===== src/rtl/h2s_pkg.sv =====
package h2s_pkg;
    localparam int HALF_W   = 16;
    localparam int H_EXP_W  = 5;
    localparam int H_MAN_W  = 10;
    localparam int SGL_W    = 32;
    localparam int S_EXP_W  = 8;
    localparam int S_MAN_W  = 23;
    localparam int H_BIAS   = 15;
    localparam int S_BIAS   = 127;
    localparam int REBIAS   = S_BIAS - H_BIAS;
    localparam int MAN_PAD  = S_MAN_W - H_MAN_W;
    localparam int LZ_W     = $clog2(H_MAN_W + 1);

    typedef enum logic [1:0] {
        K_ZERO,
        K_SUB,
        K_NORM,
        K_SPEC
    } kind_t;

    typedef struct packed {
        logic                sign;
        kind_t               kind;
        logic [H_EXP_W-1:0]  exp;
        logic [H_MAN_W-1:0]  man;
        logic [LZ_W-1:0]     lz;
    } half_info_t;
endpackage


===== src/rtl/h2s_classify.sv =====
module h2s_classify
    import h2s_pkg::*;
(
    input  logic [HALF_W-1:0] half_i,
    output half_info_t        info_o
);
    logic [H_EXP_W-1:0] exp_f;
    logic [H_MAN_W-1:0] man_f;
    logic [LZ_W-1:0]    lz_cnt;

    assign exp_f = half_i[HALF_W-2 -: H_EXP_W];
    assign man_f = half_i[H_MAN_W-1:0];

    // Leading-zero count: the highest set bit wins, as the ascending loop overwrites
    always_comb begin
        lz_cnt = LZ_W'(H_MAN_W);
        for (int b = 0; b < H_MAN_W; b++) begin
            if (man_f[b]) lz_cnt = LZ_W'(H_MAN_W - 1 - b);
        end
    end

    always_comb begin
        info_o.sign = half_i[HALF_W-1];
        info_o.exp  = exp_f;
        info_o.man  = man_f;
        info_o.lz   = lz_cnt;
        if (&exp_f)
            info_o.kind = K_SPEC;
        else if (exp_f == '0 && man_f == '0)
            info_o.kind = K_ZERO;
        else if (exp_f == '0)
            info_o.kind = K_SUB;
        else
            info_o.kind = K_NORM;
    end
endmodule


===== src/rtl/h2s_assemble.sv =====
module h2s_assemble
    import h2s_pkg::*;
(
    input  half_info_t       info_i,
    output logic [SGL_W-1:0] word_o
);
    logic [S_EXP_W-1:0] exp_o;
    logic [S_MAN_W-1:0] man_o;
    logic [H_MAN_W-1:0] renorm;

    // Shift the leading one out of the field so it becomes the hidden bit
    assign renorm = info_i.man << (int'(info_i.lz) + 1);

    always_comb begin
        exp_o = '0;
        man_o = '0;
        unique case (info_i.kind)
            K_ZERO: begin
                exp_o = '0;
                man_o = '0;
            end
            K_SUB: begin
                exp_o = S_EXP_W'(REBIAS) - S_EXP_W'(info_i.lz);
                man_o = {renorm, {MAN_PAD{1'b0}}};
            end
            K_NORM: begin
                exp_o = S_EXP_W'(info_i.exp) + S_EXP_W'(REBIAS);
                man_o = {info_i.man, {MAN_PAD{1'b0}}};
            end
            K_SPEC: begin
                exp_o = '1;
                man_o = {info_i.man, {MAN_PAD{1'b0}}};
            end
            default: begin
                exp_o = '0;
                man_o = '0;
            end
        endcase
    end

    assign word_o = {info_i.sign, exp_o, man_o};
endmodule


===== src/rtl/h2s_outreg.sv =====
module h2s_outreg #(
    parameter int W = 32
) (
    input  logic         clk,
    input  logic         rst_n,
    input  logic         load_valid,
    output logic         load_ready,
    input  logic [W-1:0] load_data,
    output logic         out_valid,
    input  logic         out_ready,
    output logic [W-1:0] out_data
);
    typedef enum logic {
        OR_EMPTY,
        OR_FULL
    } or_state_t;

    or_state_t state_q, state_d;
    logic      take;

    assign load_ready = (state_q == OR_EMPTY) || out_ready;
    assign take       = load_valid && load_ready;

    always_comb begin
        state_d = state_q;
        unique case (state_q)
            OR_EMPTY: if (load_valid)               state_d = OR_FULL;
            OR_FULL:  if (out_ready && !load_valid) state_d = OR_EMPTY;
            default:                                state_d = OR_EMPTY;
        endcase
    end

    always_ff @(posedge clk) begin
        if (!rst_n) state_q <= OR_EMPTY;
        else        state_q <= state_d;
    end

    always_ff @(posedge clk) begin
        if (!rst_n)    out_data <= '0;
        else if (take) out_data <= load_data;
    end

    assign out_valid = (state_q == OR_FULL);

    // a stalled word is held unchanged
    a_r7_hold_stable: assert property (@(posedge clk) disable iff (!rst_n)
        (out_valid && !out_ready) |=> (out_valid && $stable(out_data)));
endmodule


===== src/rtl/half_to_single_widen.sv =====
module half_to_single_widen
    import h2s_pkg::*;
(
    input  logic              clk,
    input  logic              rst_n,
    input  logic              in_valid,
    output logic              in_ready,
    input  logic [HALF_W-1:0] in_half,
    output logic              out_valid,
    input  logic              out_ready,
    output logic [SGL_W-1:0]  out_single
);
    half_info_t       info;
    logic [SGL_W-1:0] wide;

    h2s_classify u_classify (
        .half_i (in_half),
        .info_o (info)
    );

    h2s_assemble u_assemble (
        .info_i (info),
        .word_o (wide)
    );

    h2s_outreg #(.W(SGL_W)) u_outreg (
        .clk        (clk),
        .rst_n      (rst_n),
        .load_valid (in_valid),
        .load_ready (in_ready),
        .load_data  (wide),
        .out_valid  (out_valid),
        .out_ready  (out_ready),
        .out_data   (out_single)
    );

    // sign carried through
    a_r2_sign_carried: assert property (@(posedge clk) disable iff (!rst_n)
        (in_valid && in_ready) |=> (out_single[SGL_W-1] == $past(in_half[HALF_W-1])));

    // all-ones exponent keeps payload
    a_r4_special_payload: assert property (@(posedge clk) disable iff (!rst_n)
        (in_valid && in_ready && (&in_half[HALF_W-2 -: H_EXP_W])) |=>
        ((&out_single[SGL_W-2 -: S_EXP_W]) &&
         out_single[S_MAN_W-1 -: H_MAN_W] == $past(in_half[H_MAN_W-1:0]) &&
         out_single[MAN_PAD-1:0] == '0));

    // signed zero stays zero
    a_r5_zero_out: assert property (@(posedge clk) disable iff (!rst_n)
        (in_valid && in_ready && in_half[HALF_W-2:0] == '0) |=>
        (out_single[SGL_W-2:0] == '0));

    // subnormal becomes a normal in the narrow exponent window
    a_r6_subnorm_range: assert property (@(posedge clk) disable iff (!rst_n)
        (in_valid && in_ready && in_half[HALF_W-2 -: H_EXP_W] == '0 &&
         in_half[H_MAN_W-1:0] != '0) |=>
        (out_single[SGL_W-2 -: S_EXP_W] <= S_EXP_W'(REBIAS) &&
         out_single[SGL_W-2 -: S_EXP_W] >= S_EXP_W'(REBIAS - H_MAN_W + 1)));

    // an accepted word is presented next cycle
    a_r8_accept_shows: assert property (@(posedge clk) disable iff (!rst_n)
        (in_valid && in_ready) |=> out_valid);
endmodule


===== config.mk =====
export PLATFORM = sky130hd
export DESIGN_NAME = half_to_single_widen
export DESIGN_NICKNAME = d
export VERILOG_FILES = /design/src/rtl/h2s_pkg.sv /design/src/rtl/h2s_classify.sv /design/src/rtl/h2s_assemble.sv /design/src/rtl/h2s_outreg.sv /design/src/rtl/half_to_single_widen.sv
export SDC_FILE = /design/constraint.sdc
export NUM_CORES = 1
export LEC_CHECK = 0
export BUFFER_PORTS_ARGS = -buffer_cell sky130_fd_sc_hd__buf_4
export CORE_MARGIN = 5
export CORE_UTILIZATION = 53
export CTS_BUF_LIST = sky130_fd_sc_hd__clkbuf_4
export DETAILED_ROUTE_END_ITERATION = 8
export PLACE_DENSITY = 0.83
export SLEW_MARGIN = 20
export SYNTH_ARGS = -nofsm -noshare
export SYNTH_HDL_FRONTEND = slang
export SYNTH_SLANG_ARGS = --single-unit

===== constraint.sdc =====
create_clock -name clk -period 3.6 [get_ports clk]
set_clock_uncertainty 0.2 [all_clocks]
set_input_delay 0.36 -clock clk [delete_from_list [all_inputs] [get_ports clk]]
set_output_delay 0.36 -clock clk [all_outputs]
set_load 0.01 [all_outputs]

* After elaboration in Yosys (flattened, before gate mapping) *
Cells that the tools add are included.

storage, ports and cells
  register bits = 33
  output and inout bits = 34
  logic and storage cells = 38

operators by class
  add/sub/neg operators = 3
  eq/ne operators = 3
  shifts and indexed selects = 1
  multiplexer cells = 18
  bitwise gates (word level) = 1
  reductions and logical operators = 10

operators with widths
  operator                                                            number
  23-bit case mux with 3 select lines                                 1
  4-bit 2-to-1 mux                                                    8
  8-bit case mux with 4 select lines                                  1
  10-bit by 32-bit << shifter with 10-bit output                      1
  10-bit logical NOT                                                  1
  2-bit 2-to-1 mux                                                    5
  5-bit by 7-bit adder with 8-bit output (second input constant)      1
  7-bit by 4-bit subtractor with 8-bit output (first input constant)  1
  4-bit by 1-bit adder with 5-bit output (second input constant)      1
  5-bit logical NOT                                                   1
  5-bit AND reduction                                                 1
  2-bit == test (second input constant)                               2
  1-bit logical AND                                                   3
  2-bit by 1-bit == test with 1-bit output (second input constant)    1
  2-bit logical NOT                                                   1
  1-bit 2-to-1 mux                                                    2
  1-bit case mux with 2 select lines                                  1
  2-bit OR reduction                                                  1
  1-bit logical NOT                                                   1
  1-bit logical OR                                                    1
  1-bit NOT                                                           1

* Logic depth before layout (Yosys ltp) *
Gate-level depths: netlist of run 1.

  word-level depth = 13
  depth in mapped cells = 13
  gate-level depth less buffers = 11

* By module *
Synthesis of run 1 repeated with hierarchy kept, for this count alone.

second synthesis, totals
  cells, all modules = 288
  area, all modules = 2349.8 µm²

modules (own cells, without submodules)
  module        times used  cells an instance  area each (µm²)  sequential area each (µm²)
  h2s_outreg    1           144                1357.6           660.6
  h2s_assemble  1           105                735.7            0.0
  h2s_classify  1           39                 256.5            0.0

* Least setup slack after synthesis of run 1 *
Ideal clock, no wire load.

  path kind = input to register
  start = input port in_half[0]
  end = register u_outreg.out_data[21]
  library setup time = 128 ps
  arrival time = 2499 ps
  data required time = 3272 ps
  path slack = 773 ps
  stages = 13
  path buffers = 3
  cells stage by stage = buf_4 or3b_1 a31oi_2 o21ai_2 buf_6 ha_1 buf_4 clkinv_1 a221o_1 o21ai_0 a21oi_1 o21bai_1 o211ai_1

on the way
  word-level cells in the longest chain between the ends = 13
  elaborated cells on any way between the ends = 22
  those cells by class = 1 x add/sub; 3 x eq/ne; 1 x shift; 13 x mux; 4 x reduce/logical

ends and longest elaborated chain
  element                                         RTL line                   RTL
  start: declaration                              half_to_single_widen.sv:8  input logic [HALF_W-1:0] in_half,
  2-bit 2-to-1 mux (2 in a row)                   h2s_classify.sv:18         if (man_f[b]) lz_cnt = LZ_W'(H_MAN_W - 1 - b);
  4-bit 2-to-1 mux (8 in a row)                   h2s_classify.sv:18
  4-bit by 1-bit adder with 5-bit output          h2s_assemble.sv:12         assign renorm = info_i.man << (int'(info_i.lz) + 1);
  10-bit by 32-bit << shifter with 10-bit output  h2s_assemble.sv:12
  23-bit case mux with 3 select lines *           h2s_assemble.sv:17         unique case (info_i.kind)
  end signal: assignment                          h2s_outreg.sv:40           else if (take) out_data <= load_data;
  end: declaration                                h2s_outreg.sv:11           output logic [W-1:0] out_data

Every way passes the cells marked *; elsewhere a longest branch is shown, timed or not. The select of a mux whose other input is x is not followed.
A chain may end at the register's enable or synchronous reset.

* Worst setup path in the final report of run 1 *
  start = input port in_half[1]
  end = register u_outreg.out_data[21]

on the way
  word-level cells in the longest chain between the ends = 12
  elaborated cells on any way between the ends = 21
  those cells by class = 1 x add/sub; 3 x eq/ne; 1 x shift; 12 x mux; 4 x reduce/logical

ends and longest elaborated chain
  element                                         RTL line
  2-bit 2-to-1 mux                                h2s_classify.sv:18
  4-bit 2-to-1 mux (8 in a row)                   h2s_classify.sv:18
  4-bit by 1-bit adder with 5-bit output          h2s_assemble.sv:12
  10-bit by 32-bit << shifter with 10-bit output  h2s_assemble.sv:12
  23-bit case mux with 3 select lines *           h2s_assemble.sv:17

Marks and branches as above.

==> flow_metrics.env, run 1 <==
export IMPL_die_x_um=65.82
export IMPL_tightest_slew_ps=674.2
export IMPL_synth_top_cell_area_share=0.2303
export IMPL_start_kind="input pin"
export IMPL_holdWs_ps=88.64
export IMPL_ys_seq_area_frac=0.2303
export IMPL_regArea_um2=380.4
export IMPL_synth_edff_count=0
export IMPL_synthArstFlopShare=0
export IMPL_reg2reg_to="u_outreg.out_data[17]$_SDFFE_PN0P_"
export IMPL_ant_nets=0
export IMPL_core_area_um2=3028
export IMPL_crit_required_ps=3590
export IMPL_post_cts_setup_buffers=0
export IMPL_die_y_um=65.82
export IMPL_rsz0062_at_grt="no"
export IMPL_worstRegToRegCells=6
export IMPL_max_slew_margin=0.5471
export IMPL_peakVddDrop_v=0.0002027
export IMPL_synth_area_leader_cell="dfxtp_1"
export IMPL_track_usage=0.2051
export IMPL_antenna_found_initial=0
export IMPL_ios=54
export IMPL_arrival_ps=2760
export IMPL_grt_pass1_wl_um=7038
export IMPL_drt_iter0_drc=126
export IMPL_crit_path_end_kind="register"
export IMPL_synth_avg_cell_area_um2=7.340
export IMPL_slew_viol_final=0
export IMPL_grt_max_degree=21
export IMPL_synthTopCellsByArea="dfxtp_1 23%, buf_4 7.3%, nand2_1 6.4%, a21oi_1 5.8%, o21ai_0 5.2%"
export IMPL_drive_gt1_frac=0.2174
export IMPL_fmax_mhz=360.6
export IMPL_min_period_ps=2773
export IMPL_place_gp_congestion=1.034
export IMPL_antenna_cells=0
export IMPL_hold_buffers=0
export IMPL_worst_path_max_fanout=11
export IMPL_cts_root_buf="clkbuf_4"
export IMPL_io_buffers=40
export IMPL_vias=1701
export IMPL_drc=0
export IMPL_multi_input_area_um2=1026
export IMPL_path_clk_slew_ps=110
export IMPL_htree_num_levels=1
export IMPL_yosysWarnings=0
export IMPL_setup_viol=0
export IMPL_fillCellCount=302
export IMPL_hold_class="in2reg"
export IMPL_r2r_setup_slack_ps=1610
export IMPL_synth_cell_types=57
export IMPL_cts_tree="yes"
export IMPL_holdPathStages=3
export IMPL_postCtsResizedCells=0
export IMPL_powerDensity_nw_per_um2=282.5
export IMPL_synth_area_um2=1652
export IMPL_fin_tns_setup_ps=0
export IMPL_dpl_hpwl_um=3294
export IMPL_cts_made_buffers=3
export IMPL_drt_total_wl_um=4337
export IMPL_leakage_nw=0.8411
export IMPL_nets=276
export IMPL_post_drt_via_cell_ratio=5.727
export IMPL_finalHoldViolCount=0
export IMPL_initial_utilization=0.5455
export IMPL_drv_cap=0
export IMPL_synth_ff_type="dfxtp_1"
export IMPL_clk_latency_ps=300
export IMPL_clk_path_buf_depth=2
export IMPL_setup_ws_ps=827.1
export IMPL_clock_sinks=19
export IMPL_crit_type="in2reg"
export IMPL_reg2reg_from="u_outreg.out_valid$_SDFF_PN0_"
export IMPL_grt_pass1_vias=1510
export IMPL_synthCells=225
export IMPL_hold_start="in_half[15]"
export IMPL_place_ws_ps=558.7
export IMPL_area_growth_pct=13.11
export IMPL_outcome="complete, no violations"
export IMPL_die_area_um2=4332
export IMPL_drt_wirelength_per_cell_um=14.60
export IMPL_min_period_over_period=0.7703
export IMPL_first_pass_iters=4
export IMPL_hold_end="u_outreg.out_data[31]$_SDFFE_PN0P_"
export IMPL_grt_ovfl_total=0
export IMPL_ys_seq_elements=19
export IMPL_rows=20
[metal layers]
layer	global-route usage	wire [um]	part of all wire	vias up
met5	0	0	0	-
met1	0.2777	1852	0.43	777
met4	0.05959	66	0.015	0
li1	-	-	-	833
met3	0.04762	372	0.086	12
met2	0.3229	2045	0.47	79
[cell type report]
| type | count | area share |
|---|---|---|
| Timing Repair Buffer | 44 | 0.1768 |
| Multi-Input combinational cell | 173 | 0.5492 |
| Clock buffer | 3 | 0.01206 |
| Inverter | 13 | 0.02612 |
| Clock inverter | 1 | 0.002679 |
| Sequential cell | 19 | 0.2036 |
| Tap cell | 44 | 0.02947 |
[cells in the final DEF (no fill, tap or decap), types with 2 or more instances in the layout]
| cell type | netlist | layout |
|---|---|---|
| nand3_1 | 8 | 8 |
| a21oi_1 | 19 | 19 |
| o31a_1 | 2 | 2 |
| dfxtp_1 | 19 | 19 |
| and2_1 | 3 | 3 |
| ha_1 | 2 | 2 |
| o31ai_1 | 3 | 3 |
| buf_4 | 16 | 44 |
| a32o_1 | 2 | 2 |
| a22oi_1 | 3 | 3 |
| or3_1 | 2 | 2 |
| nor4_1 | 3 | 3 |
| o32ai_1 | 2 | 2 |
| nor2_1 | 13 | 13 |
| nand2_1 | 28 | 28 |
| a211oi_1 | 2 | 2 |
| o211ai_1 | 4 | 4 |
| nor3_1 | 7 | 7 |
| o21ai_0 | 17 | 17 |
| a31oi_1 | 3 | 3 |
| nand2b_1 | 4 | 4 |
| or4_1 | 2 | 2 |
| a21o_1 | 3 | 3 |
| conb_1 | 1 | 13 |
| a311oi_1 | 2 | 2 |
| inv_1 | 12 | 12 |
| clkbuf_4 | 1 | 3 |
| mux2i_1 | 2 | 2 |
[sequential cells by signal (all words and copies together) (netlist names)]
register and count:
u_outreg.out_valid 1, u_outreg.out_data 18
[worst max-delay path by stage]
stage,startpoint,to,slack [ps],depth (start not counted)
2_1_floorplan,in_half[0],u_outreg.out_data[21]$_SDFFE_PN0P_,770,13
3_5_place_dp,in_half[1],u_outreg.out_data[21]$_SDFFE_PN0P_,560,11
6_report,in_half[1],u_outreg.out_data[21]$_SDFFE_PN0P_,830,11
5_1_grt,in_half[1],u_outreg.out_data[21]$_SDFFE_PN0P_,710,11
3_3_place_gp,in_half[1],u_outreg.out_data[21]$_SDFFE_PN0P_,530,11
4_1_cts,in_half[1],u_outreg.out_data[21]$_SDFFE_PN0P_,890,11
[metrics by stage]
stage                     std cells  instance area [um^2]    util  total power [mW]
after floorplan                 237                  1697       -            0.3722
after global placement          293                  1841  0.6079            0.4182
after detailed placement        293                  1841  0.6079            0.4188
after CTS                       297                  1868  0.6169            0.5326
after global routing            297                  1868  0.6169            0.5606
final                           297                  1868  0.6169            0.5277
[worst max-delay path: stages]
cell	delay (ps)
buf_4	140
or3b_1	380
a31oi_2	260
o21ai_2	220
ha_1	360
clkinv_1	250
a221o_1	330
o21ai_0	70
a21oi_1	80
o21bai_1	180
o211ai_1	100
[power breakdown]
| part | total [mW] | internal (mW) | switching (mW) |
|---|---|---|---|
| Sequential | 0.230 | 0.223 | 0.00666 |
| Combinational | 0.187 | 0.0765 | 0.110 |
| Clock | 0.111 | 0.0415 | 0.0693 |
| Total | 0.528 | 0.341 | 0.186 |
[Yosys cell counts, types with 3 or more instances]
library cell and number:
nor3_1 7, nand2_1 28, nand2b_1 4, o211ai_1 4
buf_4 16, nand3_1 8, a21oi_1 19, inv_1 12
buf_6 7, nor2_1 13, nor4_1 3, dfxtp_1 19
clkbuf_1 4, a22oi_1 3, a21o_1 3, o31ai_1 3
a31oi_1 3, o21ai_0 17, and2_1 3
[cell families after synthesis]
| kind of cell | share of synthesized area |
|---|---|
| mux | 0.02803 |
| simple gates | 0.2205 |
| other cells | 0.002271 |
| fa+ha+maj | 0.01515 |
| flops | 0.2303 |
| compound gates | 0.3076 |
| xor+xnor | 0.02046 |
| buf+inv | 0.1758 |
(Power assumes the default switching activity.)
==> run 2, diff against run 1 <==
--- a/config.mk
+++ b/config.mk
@@ -7,10 +7,10 @@
 export LEC_CHECK = 0
 export BUFFER_PORTS_ARGS = -buffer_cell sky130_fd_sc_hd__buf_4
 export CORE_MARGIN = 5
-export CORE_UTILIZATION = 53
+export CORE_UTILIZATION = 47
 export CTS_BUF_LIST = sky130_fd_sc_hd__clkbuf_4
 export DETAILED_ROUTE_END_ITERATION = 8
-export PLACE_DENSITY = 0.83
+export PLACE_DENSITY = 0.78
 export SLEW_MARGIN = 20
 export SYNTH_ARGS = -nofsm -noshare
 export SYNTH_HDL_FRONTEND = slang
==> constraint.sdc (replaced) <==
create_clock -name clk -period 2.25 [get_ports clk]
set_clock_uncertainty 0.2 [all_clocks]
set_input_delay 0.225 -clock clk [delete_from_list [all_inputs] [get_ports clk]]
set_output_delay 0.225 -clock clk [all_outputs]
set_load 0.01 [all_outputs]
==> run 2 against run 1 <==
Against the previous run:
- first-iteration DRC count grew 21%
- critical path depth shrank 2
- flip-flop and latch count is the same
- via count grew 15%
- sequential share of layout area shrank 4.6 points
- combinational power grew 130%
- cell area grew 29%
- worst setup slack lost 810 ps
==> flow_metrics.env, run 2 (synthesis results as in run 1) <==
export IMPL_crit_path_end_kind="register"
export IMPL_dpl_hpwl_um=4260
export IMPL_drc=0
export IMPL_p_int_mw=0.6463
export IMPL_area_growth_pct=45.98
export IMPL_regArea_um2=380.4
export IMPL_die_area_um2=4800
export IMPL_place_inst=337
export IMPL_clk_path_buf_depth=2
export IMPL_worst_path_max_fanout=6
export IMPL_setup_viol=0
export IMPL_top_register="u_outreg.out_data"
export IMPL_clock_power_share=0.195
export IMPL_drt_wirelength_per_cell_um=16.11
export IMPL_mostFrequentLayoutCells="88 x buf_4, 28 x nand2_1, 19 x dfxtp_1"
export IMPL_start_kind="input pin"
export IMPL_crit_chain="buf_4, or3b_1, a31oi_2, o21ai_2, buf_6, buf_4, mux2_4, a211oi_1, o32ai_2"
export IMPL_arrival_ps=2210
export IMPL_track_usage=0.2160
export IMPL_design_power_total_mw=0.9891
export IMPL_drv_cap=0
export IMPL_die_x_um=69.28
export IMPL_drive_gt1_frac=0.3927
export IMPL_path_clk_slew_ps=110
export IMPL_post_drt_via_cell_ratio=5.596
export IMPL_htree_num_levels=1
export IMPL_nets=326
export IMPL_drt_total_wl_um=5621
export IMPL_antenna_cells=0
export IMPL_first_pass_iters=4
export IMPL_die_y_um=69.28
export IMPL_critPathSlowestCell="a211oi_1"
export IMPL_hold_class="in2reg"
export IMPL_leakage_nw=1.105
export IMPL_rows=21
export IMPL_grt_pass1_vias=1815
export IMPL_ios=54
export IMPL_antenna_found_initial=0
export IMPL_peakVddDrop_v=0.0002763
export IMPL_clock_sinks=19
export IMPL_finalHoldViolCount=0
export IMPL_fillCellCount=277
export IMPL_fmax_mhz=448.5
export IMPL_multi_input_area_um2=1147
export IMPL_place_ws_ps=-382.7
export IMPL_grt_ovfl_total=0
export IMPL_cp_common_cell="buf_4"
export IMPL_crit_required_ps=2230
export IMPL_cts_root_buf="clkbuf_4"
export IMPL_combPwrFrac=0.433
export IMPL_outcome="complete, no violations"
export IMPL_drt_iter0_drc=152
export IMPL_core_area_um2=3363
export IMPL_rsz0062_at_grt="yes"
export IMPL_largest_register_ffs=18
export IMPL_post_route_util=0.7169
export IMPL_sw_frac_of_total=0.3466
export IMPL_switchingPower_mw=0.3429
export IMPL_holdWs_ps=3.247
export IMPL_cts_made_buffers=3
export IMPL_clk_latency_ps=300
export IMPL_min_period_over_period=0.9910
export IMPL_layout_commonest_cell="buf_4"
export IMPL_vias=1953
export IMPL_finish_cell_count_without_fillers=349
export IMPL_slew_viol_final=0
export IMPL_grt_pass1_wl_um=8625
export IMPL_setup_ws_ps=20.22
export IMPL_io_buffers=40
export IMPL_min_period_ps=2230
export IMPL_crit_type="in2reg"
export IMPL_grt_max_degree=21
export IMPL_seqPwrFrac=0.372
export IMPL_critPathMaxStageDelay_ps=410
export IMPL_initial_utilization=0.4911
export IMPL_cts_tree="yes"
export IMPL_ant_nets=0
export IMPL_place_gp_congestion=0.9327
export IMPL_powerDensity_nw_per_um2=410.3
==> run 2: per-layer routing <==
metal  vias up  routed length, um  share of wire  track usage
li1        941                  -              -            -
met1       910               2393           0.43       0.2730
met2        88               2724           0.48       0.3570
met3        14                385          0.068      0.05797
met4         0                118          0.021      0.06508
met5         -                  0              0            0
==> run 2: final timing paths <==
| path | start | endpoint | slack, ps | cells past startpoint |
|---|---|---|---|---|
| setup / recovery | in_half[1] | u_outreg.out_data[22]$_SDFFE_PN0P_ | 20 | 9 |
| hold / removal | rst_n | u_outreg.out_data[19]$_SDFFE_PN0P_ | 3 | 3 |
| setup reg to reg | u_outreg.out_valid$_SDFF_PN0_ | u_outreg.out_data[18]$_SDFFE_PN0P_ | 590 | 7 |
| hold reg to reg | u_outreg.out_data[13]$_SDFFE_PN0P_ | u_outreg.out_data[13]$_SDFFE_PN0P_ | 260 | 2 |
==> run 2: power by group through the flow <==
stage,Combinational (mW),Clock (mW),Sequential [mW]
2_1_floorplan,0.223,0,0.385
3_3_place_gp,0.386,0,0.375
3_5_place_dp,0.388,0,0.376
4_1_cts,0.396,0.197,0.368
5_1_grt,0.461,0.213,0.371
6_report,0.428,0.193,0.368
==> run 2: cell type report <==
class                   count  area share
flip-flops and latches     19      0.1578
well taps                  46     0.02387
inverters                  13     0.02231
repair buffers             94      0.3077
clock buffers               4     0.01245
multi-input cells         173      0.4759
==> run 2: per-stage QoR <==
stage / setup TNS [ps] / area [um^2]
final: 0 / 2411
after CTS: 0 / 2281
after global placement: -3051 / 2211
after floorplan: -1377 / 1750
after detailed placement: -3399 / 2211
after global routing: -140.9 / 2411
==> run 2: repair_timing <==
action / in CTS / in global routing
setup buffers: 0 / 5
pin swaps: 1 / 8
hold buffers: 3 / 0
cloned: 0 / 0
gates resized for setup: 3 / 16
endpoints found under the hold margin: 3 / 0
setup endpoints to repair: 6 / 10
==> run 2: critical path, delay by kind of cell <==
| family | cells | cell delay (ps) |
|---|---|---|
| muxes | 1 | 310 |
| and+or+nand+nor | 1 | 380 |
| AOI/OAI and AO/OA | 4 | 860 |
| buffers and inverters | 3 | 440 |
==> run 3, diff against run 2 <==
--- a/config.mk
+++ b/config.mk
@@ -11,6 +11,7 @@
 export CTS_BUF_LIST = sky130_fd_sc_hd__clkbuf_4
 export DETAILED_ROUTE_END_ITERATION = 8
 export PLACE_DENSITY = 0.78
+export REMOVE_ABC_BUFFERS = 1
 export SLEW_MARGIN = 20
 export SYNTH_ARGS = -nofsm -noshare
 export SYNTH_HDL_FRONTEND = slang
==> run 3 against run 2 <==
Against the previous run:
- critical path depth grew 3
- sequential share of layout area grew 0.99 points
- largest cell class unchanged
- wire length shrank 6.0%
- critical endpoint is now u_outreg.out_data[14]$_SDFFE_PN0P_
- utilization shrank 4.2 points
==> flow_metrics.env, run 3 (synthesis results as in run 1) <==
export IMPL_drc=0
export IMPL_crit_required_ps=2320
export IMPL_critPathBufInv=4
export IMPL_worst_path_max_fanout=5
export IMPL_cts_made_buffers=3
export IMPL_grt_pass1_wl_um=8645
export IMPL_place_gp_congestion=1.006
export IMPL_critPathMaxStageDelay_ps=400
export IMPL_place_inst=333
export IMPL_cp_endpoint="u_outreg.out_data[14]$_SDFFE_PN0P_"
export IMPL_post_route_util=0.6745
export IMPL_drt_total_wl_um=5285
export IMPL_cp_num_cells=12
export IMPL_slew_viol_final=0
export IMPL_layout_commonest_cell="buf_4"
export IMPL_start_kind="input pin"
export IMPL_clk_path_buf_depth=2
export IMPL_grt_max_degree=21
export IMPL_outcome="complete, no violations"
export IMPL_setup_viol=0
export IMPL_dpl_hpwl_um=4012
export IMPL_fmax_mhz=448.5
export IMPL_critPathSlowestCell="or4_1"
export IMPL_cts_root_buf="clkbuf_4"
export IMPL_clk_latency_ps=300
export IMPL_reg2reg_from="u_outreg.out_valid$_SDFF_PN0_"
export IMPL_mostFrequentLayoutCells="82 x buf_4, 28 x nand2_1, 19 x a21oi_1, 19 x dfxtp_1, 16 x o21ai_0"
export IMPL_place_ws_ps=-349.9
export IMPL_r2r_setup_slack_ps=230
export IMPL_grt_pass1_vias=1789
export IMPL_crit_path_end_kind="register"
export IMPL_htree_num_levels=1
export IMPL_post_drt_via_cell_ratio=5.468
export IMPL_leakage_nw=1.050
export IMPL_finalHoldViolCount=0
export IMPL_peakVddDrop_v=0.0002456
export IMPL_post_cts_setup_buffers=0
export IMPL_arrival_ps=2300
export IMPL_die_area_um2=4800
export IMPL_path_clk_slew_ps=140
export IMPL_grt_ovfl_total=0
export IMPL_crit_type="in2reg"
export IMPL_cp_startpoint="in_half[3]"
export IMPL_die_y_um=69.28
export IMPL_clock_sinks=19
export IMPL_ant_nets=0
export IMPL_drv_cap=0
export IMPL_area_growth_pct=37.35
export IMPL_antenna_cells=0
export IMPL_ios=54
export IMPL_drt_wirelength_per_cell_um=15.45
export IMPL_antenna_found_initial=0
export IMPL_first_pass_iters=4
export IMPL_die_x_um=69.28
export IMPL_crit_chain="buf_4, nor3_1, nor3_1, o311ai_0, buf_4, inv_1, ha_4, buf_4, o21ai_0, o21ai_1, or4_1, a21oi_1"
export IMPL_io_buffers=40
export IMPL_initial_utilization=0.4911
export IMPL_drive_gt1_frac=0.3311
export IMPL_cp_common_cell="buf_4"
export IMPL_rows=21
export IMPL_nets=319
export IMPL_setup_ws_ps=20.26
export IMPL_track_usage=0.2169
export IMPL_core_area_um2=3363
export IMPL_hold_class="in2reg"
export IMPL_reg2reg_to="u_outreg.out_data[17]$_SDFFE_PN0P_"
export IMPL_min_period_ps=2230
export IMPL_top_register="u_outreg.out_data"
export IMPL_worstRegToRegCells=6
export IMPL_largest_register_ffs=18
export IMPL_finish_cell_count_without_fillers=342
export IMPL_cts_tree="yes"
export IMPL_cpLargestDelayFamily="compound AO/OA/AOI/OAI gates"
export IMPL_powerDensity_nw_per_um2=417.3
export IMPL_min_period_over_period=0.9910
export IMPL_vias=1870
export IMPL_drt_iter0_drc=136
export IMPL_design_power_total_mw=0.9466
[run 3: how the worst min path moves through the flow]
stage                                        from                            endpoint  slack, ps  cells past startpoint
6_report                               in_half[9]  u_outreg.out_data[26]$_SDFFE_PN0P_         20                      3
5_1_grt                                in_half[9]  u_outreg.out_data[26]$_SDFFE_PN0P_         30                      3
4_1_cts                                in_half[9]  u_outreg.out_data[26]$_SDFFE_PN0P_         20                      3
3_5_place_dp   u_outreg.out_data[23]$_SDFFE_PN0P_  u_outreg.out_data[23]$_SDFFE_PN0P_        250                      2
3_3_place_gp   u_outreg.out_data[31]$_SDFFE_PN0P_  u_outreg.out_data[31]$_SDFFE_PN0P_        240                      2
2_1_floorplan                               rst_n  u_outreg.out_data[17]$_SDFFE_PN0P_        140                      2
[run 3: worst min-delay path: cells and delay by family]
kind / cells / cell delay, ps
compound gates: 1 / 70
buf+inv: 2 / 210
[run 3: repair_timing]
action | in CTS | in global routing
hold endpoints to repair | 5 | 0
hold buffers | 5 | 0
setup endpoints to repair | 0 | 9
gates resized for setup | 0 | 10
[run 3: layout make-up]
class	count	area [um^2]
Clock inverter	1	5.005
Timing Repair Buffer	87	665.6
Clock buffer	3	22.52
Sequential cell	19	380.4
Inverter	13	48.80
Tap cell	46	57.56
Fill cell	318	1095
Multi-Input combinational cell	173	1089
[run 3: power by group]
group | internal, mW | switching (mW) | leakage [nW]
logic | 0.181 | 0.203 | 0.875
clock network | 0.0665 | 0.129 | 0.0177
registers | 0.358 | 0.0106 | 0.157
[run 3: routing by layer]
layer | global-route usage | vias up | part of all wire
li1 | - | 929 | -
met1 | 0.2815 | 838 | 0.42
met2 | 0.3591 | 88 | 0.48
met3 | 0.03188 | 15 | 0.072
met4 | 0.08460 | 0 | 0.027
met5 | 0 | - | 0
[run 3: through the flow]
stage	hold slack, ps	cell area (um^2)	setup TNS (ps)
after detailed placement	245.1	2128	-2756
after floorplan	138.8	1455	-2076
final	19.77	2268	0
after global routing	33.60	2268	-249.3
after global placement	241.8	2128	-2929
after CTS	15.58	2206	0
